===== src/rtl/enc_pkg.sv =====
package enc_pkg;

    // Violation sequencer states
    typedef enum logic [1:0] {
        S_IDLE  = 2'd0,
        S_HUNT  = 2'd1,
        S_READY = 2'd2
    } viol_state_t;

    // Rail pair carried between shaping stages
    typedef struct packed {
        logic pos;
        logic neg;
    } rail_t;

    localparam rail_t RAIL_OFF = '{pos: 1'b0, neg: 1'b0};

    // Build the rail pair for a bit given format, data and mark sign
    function automatic rail_t make_rail(input logic nrz_mode,
                                        input logic data,
                                        input logic negative);
        rail_t r;
        if (nrz_mode) begin
            r.pos = data;
            r.neg = 1'b0;
        end else begin
            r.pos = data & ~negative;
            r.neg = data &  negative;
        end
        return r;
    endfunction

endpackage


===== src/rtl/req_edge.sv =====
module req_edge (
    input  logic clk,
    input  logic rst,
    input  logic req_in,
    output logic rise_out
);

    logic req_q;

    always_ff @(posedge clk) begin
        if (rst) begin
            req_q <= 1'b0;
        end else begin
            req_q <= req_in;
        end
    end

    assign rise_out = req_in & ~req_q;

endmodule


===== src/rtl/viol_sequencer.sv =====
module viol_sequencer
    import enc_pkg::*;
#(
    parameter int RUN_LEN = 3
) (
    input  logic        clk,
    input  logic        rst,
    input  logic        req_rise,
    input  logic        bit_stb,
    input  logic        data_bit,
    output logic        viol_now,
    output viol_state_t state_o
);

    localparam int CNT_W = (RUN_LEN < 2) ? 1 : $clog2(RUN_LEN);
    localparam logic [CNT_W-1:0] LAST_CNT = CNT_W'(RUN_LEN - 1);

    viol_state_t      state_q, state_d;
    logic [CNT_W-1:0] cnt_q, cnt_d;

    // State register
    always_ff @(posedge clk) begin
        if (rst) begin
            state_q <= S_IDLE;
            cnt_q   <= '0;
        end else begin
            state_q <= state_d;
            cnt_q   <= cnt_d;
        end
    end

    // Next-state logic
    always_comb begin
        state_d = state_q;
        cnt_d   = cnt_q;
        unique case (state_q)
            S_IDLE: begin
                if (req_rise) begin              // ARM
                    state_d = S_HUNT;
                    cnt_d   = '0;
                end
            end
            S_HUNT: begin
                if (bit_stb) begin
                    if (data_bit) begin
                        if (cnt_q == LAST_CNT) begin   // LOCK
                            state_d = S_READY;
                            cnt_d   = '0;
                        end else begin                 // COUNT
                            cnt_d = cnt_q + 1'b1;
                        end
                    end else begin                     // CLEAR
                        cnt_d = '0;
                    end
                end
            end
            S_READY: begin
                if (bit_stb && data_bit) begin         // FIRE
                    state_d = S_IDLE;
                end
            end
            default: begin
                state_d = S_IDLE;
                cnt_d   = '0;
            end
        endcase
    end

    // Outputs
    always_comb begin
        viol_now = (state_q == S_READY) && bit_stb && data_bit;
        state_o  = state_q;
    end

endmodule


===== src/rtl/rail_shaper.sv =====
module rail_shaper
    import enc_pkg::*;
(
    input  logic clk,
    input  logic rst,
    input  logic bit_stb,
    input  logic data_bit,
    input  logic viol_now,
    input  logic fmt_nrz,
    input  logic half_width,
    output logic pos_rail,
    output logic neg_rail,
    output logic viol_flag
);

    rail_t rail_q;
    logic  next_neg_q;   // sign of the next normal mark
    logic  flag_q;
    logic  mark_neg;
    rail_t rail_new;

    // A violation repeats the previous sign, which is the inverse of the next one
    always_comb begin
        mark_neg = viol_now ? ~next_neg_q : next_neg_q;
        rail_new = make_rail(fmt_nrz, data_bit, mark_neg);
    end

    always_ff @(posedge clk) begin
        if (rst) begin
            rail_q     <= RAIL_OFF;
            next_neg_q <= 1'b0;
            flag_q     <= 1'b0;
        end else if (bit_stb) begin
            rail_q <= rail_new;
            flag_q <= viol_now;
            if (data_bit && !viol_now) begin
                next_neg_q <= ~next_neg_q;
            end
        end else if (half_width) begin
            rail_q <= RAIL_OFF;
        end
    end

    assign pos_rail  = rail_q.pos;
    assign neg_rail  = rail_q.neg;
    assign viol_flag = flag_q;

endmodule


===== src/rtl/bipolar_line_encoder.sv =====
module bipolar_line_encoder
    import enc_pkg::*;
#(
    parameter int RUN_LEN = 3
) (
    input  logic clk,
    input  logic rst,
    input  logic bit_stb,
    input  logic nrz_in,
    input  logic fmt_nrz,
    input  logic half_width,
    input  logic viol_req,
    output logic pos_rail,
    output logic neg_rail,
    output logic viol_done
);

    logic        req_rise;
    logic        viol_now;
    viol_state_t seq_state;

    req_edge i_req_edge (
        .clk      (clk),
        .rst      (rst),
        .req_in   (viol_req),
        .rise_out (req_rise)
    );

    viol_sequencer #(
        .RUN_LEN (RUN_LEN)
    ) i_viol_sequencer (
        .clk      (clk),
        .rst      (rst),
        .req_rise (req_rise),
        .bit_stb  (bit_stb),
        .data_bit (nrz_in),
        .viol_now (viol_now),
        .state_o  (seq_state)
    );

    rail_shaper i_rail_shaper (
        .clk        (clk),
        .rst        (rst),
        .bit_stb    (bit_stb),
        .data_bit   (nrz_in),
        .viol_now   (viol_now),
        .fmt_nrz    (fmt_nrz),
        .half_width (half_width),
        .pos_rail   (pos_rail),
        .neg_rail   (neg_rail),
        .viol_flag  (viol_done)
    );

endmodule


===== config.mk =====
export PLATFORM = sky130hd
export DESIGN_NAME = bipolar_line_encoder
export DESIGN_NICKNAME = d
export VERILOG_FILES = /design/src/rtl/enc_pkg.sv /design/src/rtl/req_edge.sv /design/src/rtl/viol_sequencer.sv /design/src/rtl/rail_shaper.sv /design/src/rtl/bipolar_line_encoder.sv
export SDC_FILE = /design/constraint.sdc
export NUM_CORES = 1
export LEC_CHECK = 0
export BUFFER_PORTS_ARGS = -buffer_cell sky130_fd_sc_hd__buf_2
export CAP_MARGIN = 20
export CORE_AREA = 5 5 42 44
export CTS_CLUSTER_DIAMETER = 100
export DETAILED_ROUTE_END_ITERATION = 10
export DIE_AREA = 0 0 47 49
export PLACE_DENSITY = 0.48
export SLEW_MARGIN = 30
export SYNTH_ARGS = -nofsm -noshare
export SYNTH_HDL_FRONTEND = slang
export SYNTH_SLANG_ARGS = --single-unit

===== constraint.sdc =====
create_clock -name clk -period 1.36 [get_ports clk]
set_input_delay 0.136 -clock clk [delete_from_list [all_inputs] [get_ports clk]]
set_output_delay 0.136 -clock clk [all_outputs]
set_load 0.02 [all_outputs]

==> results.json <==
{
  "outcome": "completed",
  "tightest_slew_ps": 317.6,
  "ys_types": 22,
  "clock_latency_ps": 260,
  "start_util": 0.2964,
  "fin_crit_sh": 0.8514,
  "final-seq-area_sq_um": 180.2,
  "antenna_found_initial": 0,
  "clk_pin_slew_ps": 60,
  "end_kind": "flip-flop",
  "skew_ps": 2.155,
  "crit_path_start_kind": "flip-flop",
  "vias_per_cell": 5.139,
  "hold_ws_ps": 86.06,
  "synthesis.yosys.warnings": 0,
  "cts_made_buffers": 3,
  "die_area_sq_um": 2303,
  "irDropWorstVdd_mv": 0.3311,
  "hold_viol": 0,
  "drc": 0,
  "synth_cells": 45,
  "hold_path.class": "input pin to flip-flop",
  "synth-seq-cells": 9,
  "area_growth_pct": 18.98,
  "ys_seq_area_frac": 0.4337,
  "finalNonFillerCells": 72,
  "track_usage": 0.08186,
  "cap_violations": 0,
  "ant_nets": 0,
  "num_rows": 14,
  "clockRootBuffer": "clkbuf_4",
  "critical_path_arrival_ps": 1310,
  "first_iter_violations": 8,
  "synthTopCellsByArea": "dfxtp_1 (43%), nor2b_1 (7.5%), nand3b_1 (5.4%)",
  "syn-num-nets": 52,
  "wl_microns": 813,
  "hold_buffers": 0,
  "fillers": 164,
  "diodes": 0,
  "port_buffers": 9,
  "grt_max_degree": 11,
  "setup_viol": 0,
  "max_freq_ghz": 0.8636,
  "powerDensity_nw_per_um2": 1083,
  "netlist_area_sq_um": 415.4,
  "dp_cells": 68,
  "cts_max_level": 1,
  "avgSynthCellArea_sq_um": 9.231,
  "mostFrequentLayoutCells": "dfxtp_1 (9), buf_2 (9), nor2b_1 (4)",
  "rsz0062_at_grt": "no",
  "multiInputGateArea_sq_um": 219.0,
  "path_class": "flip-flop to flip-flop",
  "routedWlPerCell_microns": 11.29,
  "slew_violations": 0,
  "cts_buffer_depth": 2,
  "via_count": 370,
  "postCtsSetupBuffers": 0,
  "overflow": 0,
  "period_needed_ps": 1158,
  "finish.net_count": 64,
  "gp_congestion": 0.6224,
  "dr.pass1.iters": 3,
  "post-synth-top-area-fraction": 0.4337,
  "die_w_microns": 47,
  "cts_tree": "done",
  "required_ps": 1510,
  "cp_max_fo": 7,
  "clock-sinks": 9,
  "tns_ps": 0,
  "synth_top_area_cell": "dfxtp_1",
  "io_pins": 10,
  "first_global_vias": 302,
  "final_layout_size_suffix_gt1_frac": 0.2500,
  "grt_pass1_wl_mm": 1.248,
  "core-area_sq_um": 1401,
  "leakage_nw": 0.1873,
  "slew_headroom": 0.7828,
  "fp.dieH_microns": 49
}
==> final timing paths <==
kind,end,slack [ps],from,depth (start not counted)
worst max-delay path,i_rail_shaper.pos_rail,200,i_viol_sequencer.state_o[1],3
worst min-delay path,i_rail_shaper.neg_rail,90,fmt_nrz,2
worst max register to register,i_rail_shaper.pos_rail,200,i_viol_sequencer.state_o[1],3
worst min register to register,i_rail_shaper.neg_rail,480,i_rail_shaper.neg_rail,2
==> metal layers <==
layer / share of wire / up-vias / GRT usage / wire length, microns
li1: - / 191 / - / -
met1: 0.47 / 162 / 0.09735 / 386
met2: 0.38 / 12 / 0.09276 / 307
met3: 0.091 / 5 / 0.03690 / 74
met4: 0.055 / 0 / 0.09677 / 45
met5: 0 / - / 0 / 0
==> report_power, final <==
part           leakage [nW]  switching (W)  internal [W]
Clock                0.0150      0.0000977      0.000113
Sequential           0.0735     0.00000832      0.000272
Combinational        0.0988      0.0000226     0.0000209
Total                 0.187       0.000129      0.000407
==> state kept, by name, indices dropped and copies added (netlist names) <==
name	count
i_viol_sequencer.cnt_q	2
i_viol_sequencer.state_o	2
i_rail_shaper.neg_rail	1
i_rail_shaper.next_neg_q	1
i_rail_shaper.pos_rail	1
i_rail_shaper.viol_flag	1
i_req_edge.req_q	1
==> kinds of logic after synthesis <==
| kind of cell | Yosys count | synth area share |
|---|---|---|
| compound gates | 12 | 0.1928 |
| xor+xnor | 1 | 0.02109 |
| flops | 9 | 0.4337 |
| buf+inv | 3 | 0.04516 |
| simple gates | 20 | 0.3072 |
==> repair_timing <==
item | in CTS | in global routing
endpoints found under the setup margin | 0 | 2
gates resized for setup | 0 | 1
hold endpoints to repair | 0 | 0
==> cells in the mapped netlist <==
master	number
nor2b_1	5
or2_2	1
nor3b_1	2
nand2_1	1
clkbuf_1	1
dfxtp_1	9
and4b_1	2
o31ai_1	2
inv_1	1
o21ai_0	2
nand3_1	1
o311ai_0	2
xnor2_1	1
a2111oi_0	1
buf_6	1
or3_1	1
a21oi_1	3
a22oi_1	1
nand2b_1	1
nand3b_1	3
nor2_1	3
a31oi_1	1
==> final cells by class <==
| cell class | count | area share |
|---|---|---|
| clock buffer | 4 | 0.05316 |
| multi-input combinational | 33 | 0.4430 |
| tap | 16 | 0.04051 |
| sequential | 9 | 0.3646 |
| timing repair buffer | 9 | 0.09114 |
| inverter | 1 | 0.007595 |
==> worst max-delay path, stage by stage, from the launching register on <==
cell	delay, ps
dfxtp_1	410
nor2b_2	310
nor3b_1	230
o31ai_1	90
==> through the flow <==
step	util	total power, W	area, sq um	setup slack, ps
after floorplan	-	0.0003106	415.4	259.3
after global placement	0.3321	0.0003300	465.4	139.5
after detailed placement	0.3321	0.0003302	465.4	88.45
after CTS	0.3509	0.0005486	491.7	77.72
after global routing	0.3527	0.0005688	494.2	70.04
final	0.3527	0.0005352	494.2	202.0
Note: power is estimated with default switching activity, not from simulation.
